**src/rtl/irc_pkg.sv**
```systemverilog
// Shared types and bit positions of the advanced IR status register.
// Assumes an eight-bit register; positions are fixed by software decoding.
package irc_pkg;
    localparam int REG_W = 8;

    typedef enum logic [1:0] {
        IRC_MIR    = 2'b00,
        IRC_FIR    = 2'b01,
        IRC_RC     = 2'b10,
        IRC_RC_ALT = 2'b11
    } irc_mode_e;

    localparam int B_FLOW   = 7;
    localparam int B_UNDRN  = 6;
    localparam int B_BUSY   = 5;
    localparam int B_EVT4   = 4;
    localparam int B_FEND   = 3;
    localparam int B_RSVD   = 2;
    localparam int B_FIFOFE = 1;
    localparam int B_TMO    = 0;

    // Number of clear-on-read sticky flags (bits 7, 4, 0).
    localparam int N_COR = 3;
endpackage

```
**src/rtl/irc_sticky_bank.sv**
```systemverilog
// Bank of sticky flags that clear on a host read.
// A set in the same cycle as the read wins; a forced clear beats both.
// Assumes set, read-clear and forced-clear are all single-cycle qualified.
module irc_sticky_bank #(
    parameter int N = 3
) (
    input  logic         clk,
    input  logic         rst_n,
    input  logic [N-1:0] set_i,
    input  logic [N-1:0] rd_clr_i,
    input  logic [N-1:0] force_clr_i,
    output logic [N-1:0] flag_o
);
    for (genvar g = 0; g < N; g++) begin : g_flag
        logic q;
        // Hold, set or clear one flag.
        always_ff @(posedge clk) begin
            if (!rst_n)               q <= 1'b0;
            else if (force_clr_i[g])  q <= 1'b0;
            else                      q <= set_i[g] | (q & ~rd_clr_i[g]);
        end
        assign flag_o[g] = q;
    end
endmodule

```
**src/rtl/irc_mode_route.sv**
```systemverilog
// Routes mode-dependent event sources and detects a change of mode.
// Assumes mode_i is stable within a cycle; the previous mode is kept
// without reset so a change is always judged against the last sample.
module irc_mode_route
    import irc_pkg::*;
(
    input  logic       clk,
    input  logic [1:0] mode_i,
    input  logic       rx_busy_i,
    input  logic       rc_rx_act_i,
    input  logic       ev_lost_fend_i,
    input  logic       ev_rc_pulse_i,
    input  logic       fend_in_fifo_i,
    output logic       remote_o,
    output logic       mode_chg_o,
    output logic       busy_sel_o,
    output logic       evt4_sel_o,
    output logic       fifofe_sel_o
);
    logic [1:0] mode_q;

    // Remember the mode seen on the previous edge.
    always_ff @(posedge clk) begin
        mode_q <= mode_i;
    end

    // Select sources for the current mode.
    always_comb begin
        remote_o     = (mode_i == IRC_RC) || (mode_i == IRC_RC_ALT);
        mode_chg_o   = (mode_i != mode_q);
        busy_sel_o   = remote_o ? rc_rx_act_i   : rx_busy_i;
        evt4_sel_o   = remote_o ? ev_rc_pulse_i : ev_lost_fend_i;
        fifofe_sel_o = remote_o ? 1'b0          : fend_in_fifo_i;
    end
endmodule

```
**src/rtl/irc_fend_ctl.sv**
```systemverilog
// Transmit frame-end tracking: software frame-end bit (PIO), remembered
// terminal count (DMA), underrun flag (write-1-to-clear), clean-end pulse.
// Assumes ev_tx_empty_i is a single-cycle pulse per frame.
module irc_fend_ctl (
    input  logic clk,
    input  logic rst_n,
    input  logic dma_mode_i,
    input  logic wr_en_i,
    input  logic wd_fend_i,
    input  logic wd_undrn_i,
    input  logic ev_tx_empty_i,
    input  logic dma_tc_i,
    output logic fend_o,
    output logic undrn_o,
    output logic clean_o
);
    logic fend_q, tc_seen_q, undrn_q, clean_q;
    logic armed;

    // A frame end is pending when PIO bit or any terminal count is present.
    always_comb begin
        armed = dma_mode_i ? (dma_tc_i | tc_seen_q) : fend_q;
    end

    // Software frame-end bit: write wins, then self-clear on consume.
    always_ff @(posedge clk) begin
        if (!rst_n)              fend_q <= 1'b0;
        else if (dma_mode_i)     fend_q <= 1'b0;
        else if (wr_en_i)        fend_q <= wd_fend_i;
        else if (ev_tx_empty_i)  fend_q <= 1'b0;
    end

    // Terminal count memory until the transmitter empties.
    always_ff @(posedge clk) begin
        if (!rst_n)              tc_seen_q <= 1'b0;
        else if (ev_tx_empty_i)  tc_seen_q <= 1'b0;
        else if (dma_tc_i)       tc_seen_q <= 1'b1;
    end

    // Underrun: set on empty without frame end, cleared by writing 1.
    always_ff @(posedge clk) begin
        if (!rst_n) undrn_q <= 1'b0;
        else        undrn_q <= (ev_tx_empty_i & ~armed) |
                               (undrn_q & ~(wr_en_i & wd_undrn_i));
    end

    // One-cycle pulse for a frame that ended cleanly.
    always_ff @(posedge clk) begin
        if (!rst_n) clean_q <= 1'b0;
        else        clean_q <= ev_tx_empty_i & armed;
    end

    assign fend_o  = fend_q;
    assign undrn_o = undrn_q;
    assign clean_o = clean_q;
endmodule

```
**src/rtl/irc_adv_status.sv**
```systemverilog
// Advanced status register of an infrared controller. Combines sticky
// clear-on-read flags, the transmit frame-end logic and mode-dependent
// live bits into one host-readable byte. Assumes a single host port
// with one-cycle read and write strobes; reads have no latency.
module irc_adv_status
    import irc_pkg::*;
(
    input  logic             clk,
    input  logic             rst_n,
    input  logic [1:0]       mode_i,
    input  logic             dma_mode_i,
    input  logic             rd_en_i,
    input  logic             wr_en_i,
    input  logic [REG_W-1:0] wr_data_i,
    output logic [REG_W-1:0] rd_data_o,
    input  logic             ev_flow_i,
    input  logic             ev_tx_empty_i,
    input  logic             dma_tc_i,
    input  logic             rx_busy_i,
    input  logic             rc_rx_act_i,
    input  logic             ev_lost_fend_i,
    input  logic             ev_rc_pulse_i,
    input  logic             fend_in_fifo_i,
    input  logic             ev_rx_tmo_i,
    output logic             frame_clean_o
);
    localparam int I_FLOW = 2;
    localparam int I_EVT4 = 1;
    localparam int I_TMO  = 0;

    logic remote, mode_chg, busy_sel, evt4_sel, fifofe_sel;
    logic [N_COR-1:0] cor_set, cor_rd, cor_force, cor_q;
    logic fend, undrn, busy_q, fifofe_q;

    irc_mode_route u_route (
        .clk            (clk),
        .mode_i         (mode_i),
        .rx_busy_i      (rx_busy_i),
        .rc_rx_act_i    (rc_rx_act_i),
        .ev_lost_fend_i (ev_lost_fend_i),
        .ev_rc_pulse_i  (ev_rc_pulse_i),
        .fend_in_fifo_i (fend_in_fifo_i),
        .remote_o       (remote),
        .mode_chg_o     (mode_chg),
        .busy_sel_o     (busy_sel),
        .evt4_sel_o     (evt4_sel),
        .fifofe_sel_o   (fifofe_sel)
    );

    // Build set, read-clear and forced-clear vectors for the sticky flags.
    always_comb begin
        cor_set           = '0;
        cor_set[I_FLOW]   = ev_flow_i;
        cor_set[I_EVT4]   = evt4_sel;
        cor_set[I_TMO]    = ev_rx_tmo_i;
        cor_rd            = {N_COR{rd_en_i}};
        cor_force         = '0;
        cor_force[I_EVT4] = mode_chg;
    end

    irc_sticky_bank #(.N(N_COR)) u_cor (
        .clk         (clk),
        .rst_n       (rst_n),
        .set_i       (cor_set),
        .rd_clr_i    (cor_rd),
        .force_clr_i (cor_force),
        .flag_o      (cor_q)
    );

    irc_fend_ctl u_fend (
        .clk           (clk),
        .rst_n         (rst_n),
        .dma_mode_i    (dma_mode_i),
        .wr_en_i       (wr_en_i),
        .wd_fend_i     (wr_data_i[B_FEND]),
        .wd_undrn_i    (wr_data_i[B_UNDRN]),
        .ev_tx_empty_i (ev_tx_empty_i),
        .dma_tc_i      (dma_tc_i),
        .fend_o        (fend),
        .undrn_o       (undrn),
        .clean_o       (frame_clean_o)
    );

    // Registered live bits: receiver activity and leftover frame end.
    always_ff @(posedge clk) begin
        if (!rst_n) begin
            busy_q   <= 1'b0;
            fifofe_q <= 1'b0;
        end else begin
            busy_q   <= mode_chg ? 1'b0 : busy_sel;
            fifofe_q <= fifofe_sel;
        end
    end

    // Assemble the register image presented to the host.
    always_comb begin
        rd_data_o           = '0;
        rd_data_o[B_FLOW]   = cor_q[I_FLOW];
        rd_data_o[B_UNDRN]  = undrn;
        rd_data_o[B_BUSY]   = busy_q;
        rd_data_o[B_EVT4]   = cor_q[I_EVT4];
        rd_data_o[B_FEND]   = fend;
        rd_data_o[B_RSVD]   = 1'b0;
        rd_data_o[B_FIFOFE] = fifofe_q;
        rd_data_o[B_TMO]    = cor_q[I_TMO];
    end

    logic unused_remote;
    assign unused_remote = remote;
endmodule

```
**config.mk**
```make
export PLATFORM = sky130hd
export DESIGN_NAME = irc_adv_status
export DESIGN_NICKNAME = d
export VERILOG_FILES = /design/src/rtl/irc_pkg.sv /design/src/rtl/irc_sticky_bank.sv /design/src/rtl/irc_mode_route.sv /design/src/rtl/irc_fend_ctl.sv /design/src/rtl/irc_adv_status.sv
export SDC_FILE = /design/constraint.sdc
export NUM_CORES = 1
export LEC_CHECK = 0
export BUFFER_PORTS_ARGS = -buffer_cell sky130_fd_sc_hd__buf_2
export CAP_MARGIN = 20
export CORE_UTILIZATION = 35
export DETAILED_ROUTE_END_ITERATION = 10
export GPL_ROUTABILITY_DRIVEN = 0
export PLACE_DENSITY = 0.79
export SLEW_MARGIN = 20
export SYNTH_ARGS = -nofsm -noshare
export SYNTH_HDL_FRONTEND = slang
export SYNTH_HIERARCHICAL = 1
export SYNTH_SLANG_ARGS = --single-unit
```
**constraint.sdc**
```tcl
create_clock -name clk -period 0.8 [get_ports clk]
set_input_delay 0.08 -clock clk [delete_from_list [all_inputs] [get_ports clk]]
set_output_delay 0.08 -clock clk [all_outputs]
set_load 0.02 [all_outputs]
```
# Yosys cells after proc, flatten, opt, wreduce, memory -nomap -nowiden
# Cells that the tools add are included.
dict set report word_totals {
  reg_bits 11
  input_bits 24
  out_inout_bits 9
  elab_cells 40
}
dict set report op_classes {
  eq_ne 3
  mux 5
  n_bitwise 16
  n_reduce_logical 6
}
# op count
set ops {}
lappend ops {{$reduce_or A2 Y1} 4}
lappend ops {{$and A1 B1 Y1} 7}
lappend ops {{$mux W1} 5}
lappend ops {{$or A1 B1 Y1} 5}
lappend ops {{$eq A2 B2 Y1 const B} 2}
lappend ops {{$not A1 Y1} 4}
lappend ops {{$ne A2 B2 Y1} 1}
lappend ops {{$reduce_bool A2 Y1} 1}
lappend ops {{$logic_or A1 B1 Y1} 1}

# Logic depth before layout (Yosys ltp)
# Gate-level depths: netlist of the first run.
dict set report logic_depth {
  depth_word 5
  mapped_depth 4
  mapped_depth_nobuf 4
}

# Cells and area by module
# Netlist of the first run, hierarchy kept.
# module n_inst cells_per_inst area_each_um2 seq_area_each_um2
set by_module_without_submodules {}
lappend by_module_without_submodules {irc_fend_ctl 1 16 153.9 80.1}
lappend by_module_without_submodules {irc_sticky_bank 1 15 142.6 60.1}
lappend by_module_without_submodules {irc_adv_status 1 10 96.3 40.0}
lappend by_module_without_submodules {irc_mode_route 1 9 96.3 40.0}

# Least setup slack after synthesis of the first run
# No wires, ideal clock.
dict set report synth_path {
  path_kind {reg2reg}
  startpoint {register u_fend/fend_o (netlist name)}
  endpoint {register u_fend.fend_q (netlist: u_fend/fend_o)}
  arrival_time_ns 0.620
  required_ns 0.682
  setup_slack_ns 0.062
  stages_incl_launch_ff 4
  n_path_buf 0
  period_less_slack_ns 0.738
  cell_sequence {dfxtp_1 -> nor3b_2 -> a21oi_1 -> nor3b_2}
}
# element line_no
set synth_rtl {}
lappend synth_rtl {{end signal, assigned} irc_fend_ctl.sv:29} ;# else if (wr_en_i) fend_q <= wd_fend_i;
lappend synth_rtl {{end, declared} irc_fend_ctl.sv:17} ;# logic fend_q, tc_seen_q, undrn_q, clean_q;

# Final worst setup path of the first run
dict set report layout_path {
  startpoint {register u_route.mode_q[0]}
  endpoint {register busy_q}
}
dict set report layout_via {
  elab_chain_len 2
}
# element line_no
set layout_rtl {}
lappend layout_rtl {{start, declared} irc_mode_route.sv:20} ;# logic [1:0] mode_q;
lappend layout_rtl {{start signal, assigned} irc_mode_route.sv:24} ;# mode_q <= mode_i;
lappend layout_rtl {{$ne A2 B2 Y1} irc_mode_route.sv:30} ;# mode_chg_o = (mode_i != mode_q);
lappend layout_rtl {{via mode_chg} irc_adv_status.sv:31} ;# logic remote, mode_chg, busy_sel, evt4_sel, fifofe_sel;
lappend layout_rtl {{$reduce_or A2 Y1 (no line)} n/a}
lappend layout_rtl {{end signal, assigned} irc_adv_status.sv:90} ;# busy_q <= mode_chg ? 1'b0 : busy_sel;
lappend layout_rtl {{end, declared} irc_adv_status.sv:33} ;# logic fend, undrn, busy_q, fifofe_q;
# The timed path passes the listed nets, and every way through them passes these cells.
# A chain may end at the register's enable or synchronous reset.

==> results of run 1 <==
[area by class of cell]
cell class | instances | area, um^2
Fill cell | 119 | 586
Sequential cell | 11 | 231
Multi-Input combinational cell | 29 | 223
Timing Repair Buffer | 28 | 205
Clock buffer | 4 | 26.3
Tap cell | 15 | 18.8
Inverter | 3 | 11.3
[layer usage]
| metal | vias to the layer above | part of all wire [%] | wire (um) | global-route usage, % |
|---|---|---|---|---|
| met3 | 0 | 6.1 | 52 | 3.47 |
| li1 | 203 | - | - | - |
| met4 | 0 | 0 | 0 | 5.17 |
| met1 | 159 | 42 | 361 | 13.2 |
| met2 | 16 | 52 | 445 | 22.1 |
| met5 | - | 0 | 0 | 0 |
[through the flow]
stage | instances | setup slack [ns] | cell area [um^2] | hold WS, ns | total power [uW]
floorplan | 51 | 0.0620 | 493 | 0.108 | 709
global placement | 83 | -0.0758 | 577 | 0.209 | 757
detailed placement | 83 | -0.0873 | 577 | 0.221 | 763
CTS | 90 | -0.00294 | 674 | 0.0274 | 1160
global route | 90 | -0.0522 | 716 | 0.0163 | 1250
finish | 90 | -0.0114 | 716 | 0.0314 | 1170
[power by group]
part / total, uW / internal, uW / leakage, uW / switching, uW
sequential: 595 / 579 / 0.0000935 / 16.2
combinational: 211 / 120 / 0.000255 / 90.5
clock: 362 / 192 / 0.0000150 / 170
[registers in the layout, indices dropped and copies added, names as in the netlist]
register / flops
u_cor/g_flag.q: 3
u_fend/tc_seen_q: 1
u_fend/undrn_o: 1
busy_q: 1
u_fend/fend_o: 1
u_fend/clean_o: 1
u_route/mode_q: 2
fifofe_q: 1
[critical path: stages, from the launching register on]
cell	delay, ns
dfxtp_2	0.33
xnor2_2	0.12
nand2_1	0.07
and3b_1	0.18
[worst max-delay path by stage]
stage / startpoint / end / slack [ns] / depth (start not counted)
global route: u_route/mode_q[1] / busy_q / -0.05 / 3
floorplan: u_fend/fend_o / u_fend/fend_o / 0.06 / 3
CTS: u_fend/fend_o / rd_data_o[3] / -0.003 / 1
global placement: mode_i[1] / u_cor/g_flag[1].q / -0.08 / 3
finish: u_route/mode_q[0] / busy_q / -0.01 / 3
detailed placement: mode_i[1] / u_cor/g_flag[1].q / -0.09 / 3
[what timing repair did]
| action | CTS | global route |
|---|---|---|
| pin swaps | 2 | 1 |
| hold buffers | 3 | 0 |
| gates resized for setup | 17 | 12 |
| hold endpoints to repair | 3 | 0 |
| endpoints found under the setup margin | 7 | 12 |
==> summary.md, run 1 <==
| Metric | Value |
|---|---|
| Result of the run | `complete, but fails checks` |
| Violated checks | `negative setup slack` |
| Width of the chip | `39.2 um` |
| Clock latency at the later pin of the worst-skew pair | `0.25 ns` |
| Worst Path Max Fanout | `2` |
| Most common library cell in the layout ignoring fill and taps | `buf_2` |
| Critical Path AT | `0.96 ns` |
| Final HPWL from detailed placement | `roughly 620 um` |
| Leading cell types in the layout, fill and taps excluded | `buf_2, dfxtp_2, buf_6` |
| Per-cell via count in the routed design | `4.20` |
| Drt initial violations | `2` |
| Number of detailed-routing iterations run before antenna repair | `2` |
| Clk sink count | `11` |
| Overall via count from detail_route | `378` |
| Share of cells above drive strength 1 | `61.3%` |
| Time the worst path needs with I/O delays and setup | `0.811 ns` |
| TritonCTS clock tree | `built` |
| Worst reg2reg path startpoint | `u_route/mode_q[0]` |
| Final hold vios | `0` |
| Bufs on Longest Clock Path | `2` |
| Initial cell density of the core | `37.3%` |
| Endpoints failing setup | `1` |
| Ys Warns | `6` |
| Register-to-register setup slack | `-0.01 ns` |
| CTS H-tree lvls | `1` |
| Hold Path Stages | `2` |
| Cell count after synthesis | `49` |
| Count of antenna-violating nets left after detailed routing | `0` |
| Worst clock skew | `0.000229 ns` |
| Maximum VDD drop | `958 uV` |
| Final Worst Setup Slack | `-0.0114 ns` |
| Clk pin slew, worst setup/hold paths | `0.07 ns` |
| Type of destination of the critical path | `flip-flop` |
| Worst min-delay path startpoint | `ev_tx_empty_i` |
| Pins Over Slew Limit | `0` |
| Cell leakage power | `around 0.00036 uW` |
| CP required | `between 0.9 and 1 ns` |
| Number of port buffers | `25` |
| Part of the cycle the worst path needs | `101%` |
| Category of the most critical setup path | `reg2reg` |
| DIE AREA | `1540 um^2` |
| Utilization after layout | `55.0%` |
| Die boundary height | `39.2 um` |
| Overflow left after global routing | `0` |
| Final net count | `100` |
| Library cell used as clock root buffer | `clkbuf_4` |
| Count of unresolved DRC violations after routing | `0` |
| Post CTS Setup Buffer Count | `0` |
| Hold Path End | `u_fend/tc_seen_q` |
| Worst r2r path cells | `3` |
| Post-DR wirelength/cell | `9.54 um` |
| Number of antenna diodes | `0` |
| Power per unit of standard cell area | `1630 nW/um^2` |
| Path type of the worst min-delay path | `in2reg` |
| Relative area change from synthesis to final layout | `47.4%` |
| Max Freq | `between 1 and 1.5 GHz` |
| Global-route wire length before repair | `1260 um` |
| Number of buffers created by CTS | `3` |
| Aggregate global-route resource usage | `12.3%` |
| Post-Synthesis Mean Instance Area | `9.91 um^2` |
| Number of antenna violations at the first check in global routing | `0` |
| Number of violations of the max-capacitance limit | `0` |
| Via count of the first global-routing pass | `338` |
| Post-Syn Area | `485 um^2` |
| Number of top-level design ports | `33` |
| Maximum number of pins on one net before global-route repair | `10` |
| Wire length after detailed routing | `859 um` |
| Unrepaired setup endpoints after global routing | `true` |
| CP startpoint kind | `flip-flop` |
| Final TNS setup | `-0.0114 ns` |
| Worst reg2reg path endpoint | `busy_q` |
| Area inside the core boundary | `1300 um^2` |
| Cell Rows | `13` |
(Power assumes the default switching activity.)
==> run 2, diff against run 1 <==
--- a/config.mk
+++ b/config.mk
@@ -10,7 +10,8 @@
 export CORE_UTILIZATION = 35
 export DETAILED_ROUTE_END_ITERATION = 10
 export GPL_ROUTABILITY_DRIVEN = 0
-export PLACE_DENSITY = 0.79
+export PLACE_DENSITY = 0.78
+export SKIP_CTS_REPAIR_TIMING = 1
 export SLEW_MARGIN = 20
 export SYNTH_ARGS = -nofsm -noshare
 export SYNTH_HDL_FRONTEND = slang
==> summary.md, run 2 (synthesized netlist as in run 1, its figures left out) <==
| Metric | Value |
|---|---|
| Part of the cycle the worst path needs | `101% (-0.15 points)` |
| Pins Over Slew Limit | `0 (unchanged)` |
| Power share of the clock group | `31.6% (+0.6 points)` |
| Maximum VDD drop | `815 uV (-15%)` |
| Die boundary height | `39.2 um (unchanged)` |
| Relative contribution of combinational cells to total power | `17.9% (about the same)` |
| Final net count | `100 (unchanged)` |
| Number of antenna violations at the first check in global routing | `0 (unchanged)` |
| Endpoints failing setup | `1 (unchanged)` |
| CP startpoint kind | `flip-flop` |
| Maximum number of pins on one net before global-route repair | `10 (unchanged)` |
| Overall via count from detail_route | `401 (+6.1%)` |
| Initial cell density of the core | `37.3% (unchanged)` |
| Area inside the core boundary | `1300 um^2 (unchanged)` |
| Register containing the most flip-flops in the final layout | `u_cor/g_flag.q` |
| Type of destination of the critical path | `flip-flop` |
| Wire length after detailed routing | `864 um (+0.58%)` |
| Max Freq | `1.23 GHz (+0.15%)` |
| Worst clock skew | `0.00137 ns (+0.00114 ns)` |
| TritonCTS clock tree | `built` |
| Most common library cell in the layout ignoring fill and taps | `buf_2` |
| Power per unit of standard cell area | `1650 nW/um^2 (+1.3%)` |
| Largest regs | `u_cor/g_flag.q x3, u_route/mode_q x2` |
| Via count of the first global-routing pass | `315 (-6.8%)` |
| Worst Path Max Fanout | `2 (unchanged)` |
| Footprint of the flip-flops and latches | `231 um^2 (unchanged)` |
| Slowest Stage Delay on Critical Path | `0.33 ns (about the same)` |
| Placed cell count | `84 (+1.2%)` |
| Clk sink count | `11 (unchanged)` |
| Flip-flop count of the largest register after layout | `3 (unchanged)` |
| CTS H-tree lvls | `1 (unchanged)` |
| Bufs on Longest Clock Path | `2 (unchanged)` |
| Result of the run | `complete, but fails checks` |
| Cell Rows | `13 (unchanged)` |
| Drt initial violations | `1 (-1)` |
| Cell leakage power | `0.000364 uW (+0.17%)` |
| Category of the most critical setup path | `reg2reg` |
| Post-DR wirelength/cell | `9.60 um (+0.58%)` |
| Fraction of power spent switching nets | `24.4% (+0.70 points)` |
| Multi-input logic area | `223 um^2 (unchanged)` |
| Overflow left after global routing | `0 (unchanged)` |
| Reported net switching power | `287 uW (+4.0%)` |
| Final hold vios | `0 (unchanged)` |
| Leading cell types in the layout, fill and taps excluded | `buf_2, dfxtp_2, buf_6` |
| Number of top-level design ports | `33 (unchanged)` |
| Time the worst path needs with I/O delays and setup | `0.810 ns (-0.00124 ns)` |
| Per-cell via count in the routed design | `4.46 (+6.1%)` |
| Number of antenna diodes | `0 (unchanged)` |
| Number of detailed-routing iterations run before antenna repair | `2 (unchanged)` |
| Final HPWL from detailed placement | `641 um (+3.2%)` |
| Worst setup slack before clock tree synthesis | `-0.0559 ns (+0.0314 ns)` |
| Violated checks | `negative setup slack` |
| Aggregate global-route resource usage | `12.0% (-0.36 points)` |
| Count of unresolved DRC violations after routing | `0 (unchanged)` |
| Area of all placed cells without fillers | `713 um^2 (-0.35%)` |
| Number of port buffers | `25 (unchanged)` |
| Clock latency at the later pin of the worst-skew pair | `0.26 ns (about the same)` |
| Final Worst Setup Slack | `-0.0101 ns (+0.00124 ns)` |
| Cells traversed along the worst timing path | `xnor2_2 -> nand2_1 -> and3b_1` |
| Final cell count without fillers | `90 (unchanged)` |
| Global-route wire length before repair | `1150 um (-8.2%)` |
| Layout fillers | `134 (+13%)` |
| Path type of the worst min-delay path | `in2reg` |
| Critical Path AT | `0.97 ns (about the same)` |
| Portion of total power attributed to sequential cells | `50.5% (-0.5 points)` |
| DIE AREA | `1540 um^2 (unchanged)` |
| Width of the chip | `39.2 um (unchanged)` |
| Number of violations of the max-capacitance limit | `0 (unchanged)` |
| Cell with the biggest individual delay on the critical path | `dfxtp_2` |
| Register-to-register setup slack | `-0.01 ns (about the same)` |
| Number of buffers created by CTS | `3 (unchanged)` |
| Relative area change from synthesis to final layout | `46.9%` |
| Post-detailed-placement cell area | `584 um^2 (+1.3%)` |
| Clk pin slew, worst setup/hold paths | `0.07 ns (about the same)` |
| Cell Int Power | `892 uW (about the same)` |
| Share of cells above drive strength 1 | `62.7% (+1.3 points)` |
| Unrepaired setup endpoints after global routing | `true` |
| CP required | `0.96 ns (about the same)` |
| Library cell used as clock root buffer | `clkbuf_4` |
| Count of antenna-violating nets left after detailed routing | `0 (unchanged)` |
==> run 2: path summary, 6_finish.rpt <==
check / from / endpoint / depth (start not counted)
hold / removal: ev_tx_empty_i / u_fend/tc_seen_q / 2
setup reg to reg: u_route/mode_q[1] / busy_q / 3
setup / recovery: u_route/mode_q[1] / busy_q / 3
hold reg to reg: u_fend/undrn_o / u_fend/undrn_o / 2
==> run 2: stage by stage <==
| step | utilization [%] | total power (uW) | hold slack, ns | setup TNS, ns |
|---|---|---|---|---|
| after global routing | 54.8 | 1240 | 0.00761 | -0.188 |
| after global placement | 44.9 | 761 | 0.208 | -0.0591 |
| after CTS | 46.9 | 1150 | -0.0708 | -0.271 |
| final | 54.8 | 1180 | 0.0159 | -0.0101 |
| after floorplan | - | 709 | 0.108 | 0 |
| after detailed placement | 44.9 | 766 | 0.213 | -0.0718 |
==> run 2: worst max-delay path: cells and delay by family (launching register included) <==
family                    cells  cell delay, ns
and+or+nand+nor               2            0.25
DFF                           1            0.33
xor gates and xnor gates      1            0.13
==> run 2: final cells by class <==
class | instances | area share [%]
Clock buffer | 4 | 3.68
Multi-Input combinational cell | 29 | 31.2
Inverter | 3 | 1.58
Tap cell | 15 | 2.63
Sequential cell | 11 | 32.5
Timing Repair Buffer | 28 | 28.4
==> run 2: power groups by stage <==
stage               Combinational [uW]  Sequential [uW]  Clock [uW]
finish                             211              595         373
global route                       230              597         417
CTS                                171              583         393
detailed placement                 170              596           0
global placement                   166              595           0
floorplan                          111              598           0
==> run 2: layer usage <==
| metal | part of all wire, % | wire length (um) | global-route usage (%) |
|---|---|---|---|
| met5 | 0 | 0 | 0 |
| met2 | 54 | 467 | 19.2 |
| met4 | 0 | 0 | 7.76 |
| met3 | 7.3 | 63 | 5.78 |
| met1 | 39 | 334 | 12.2 |
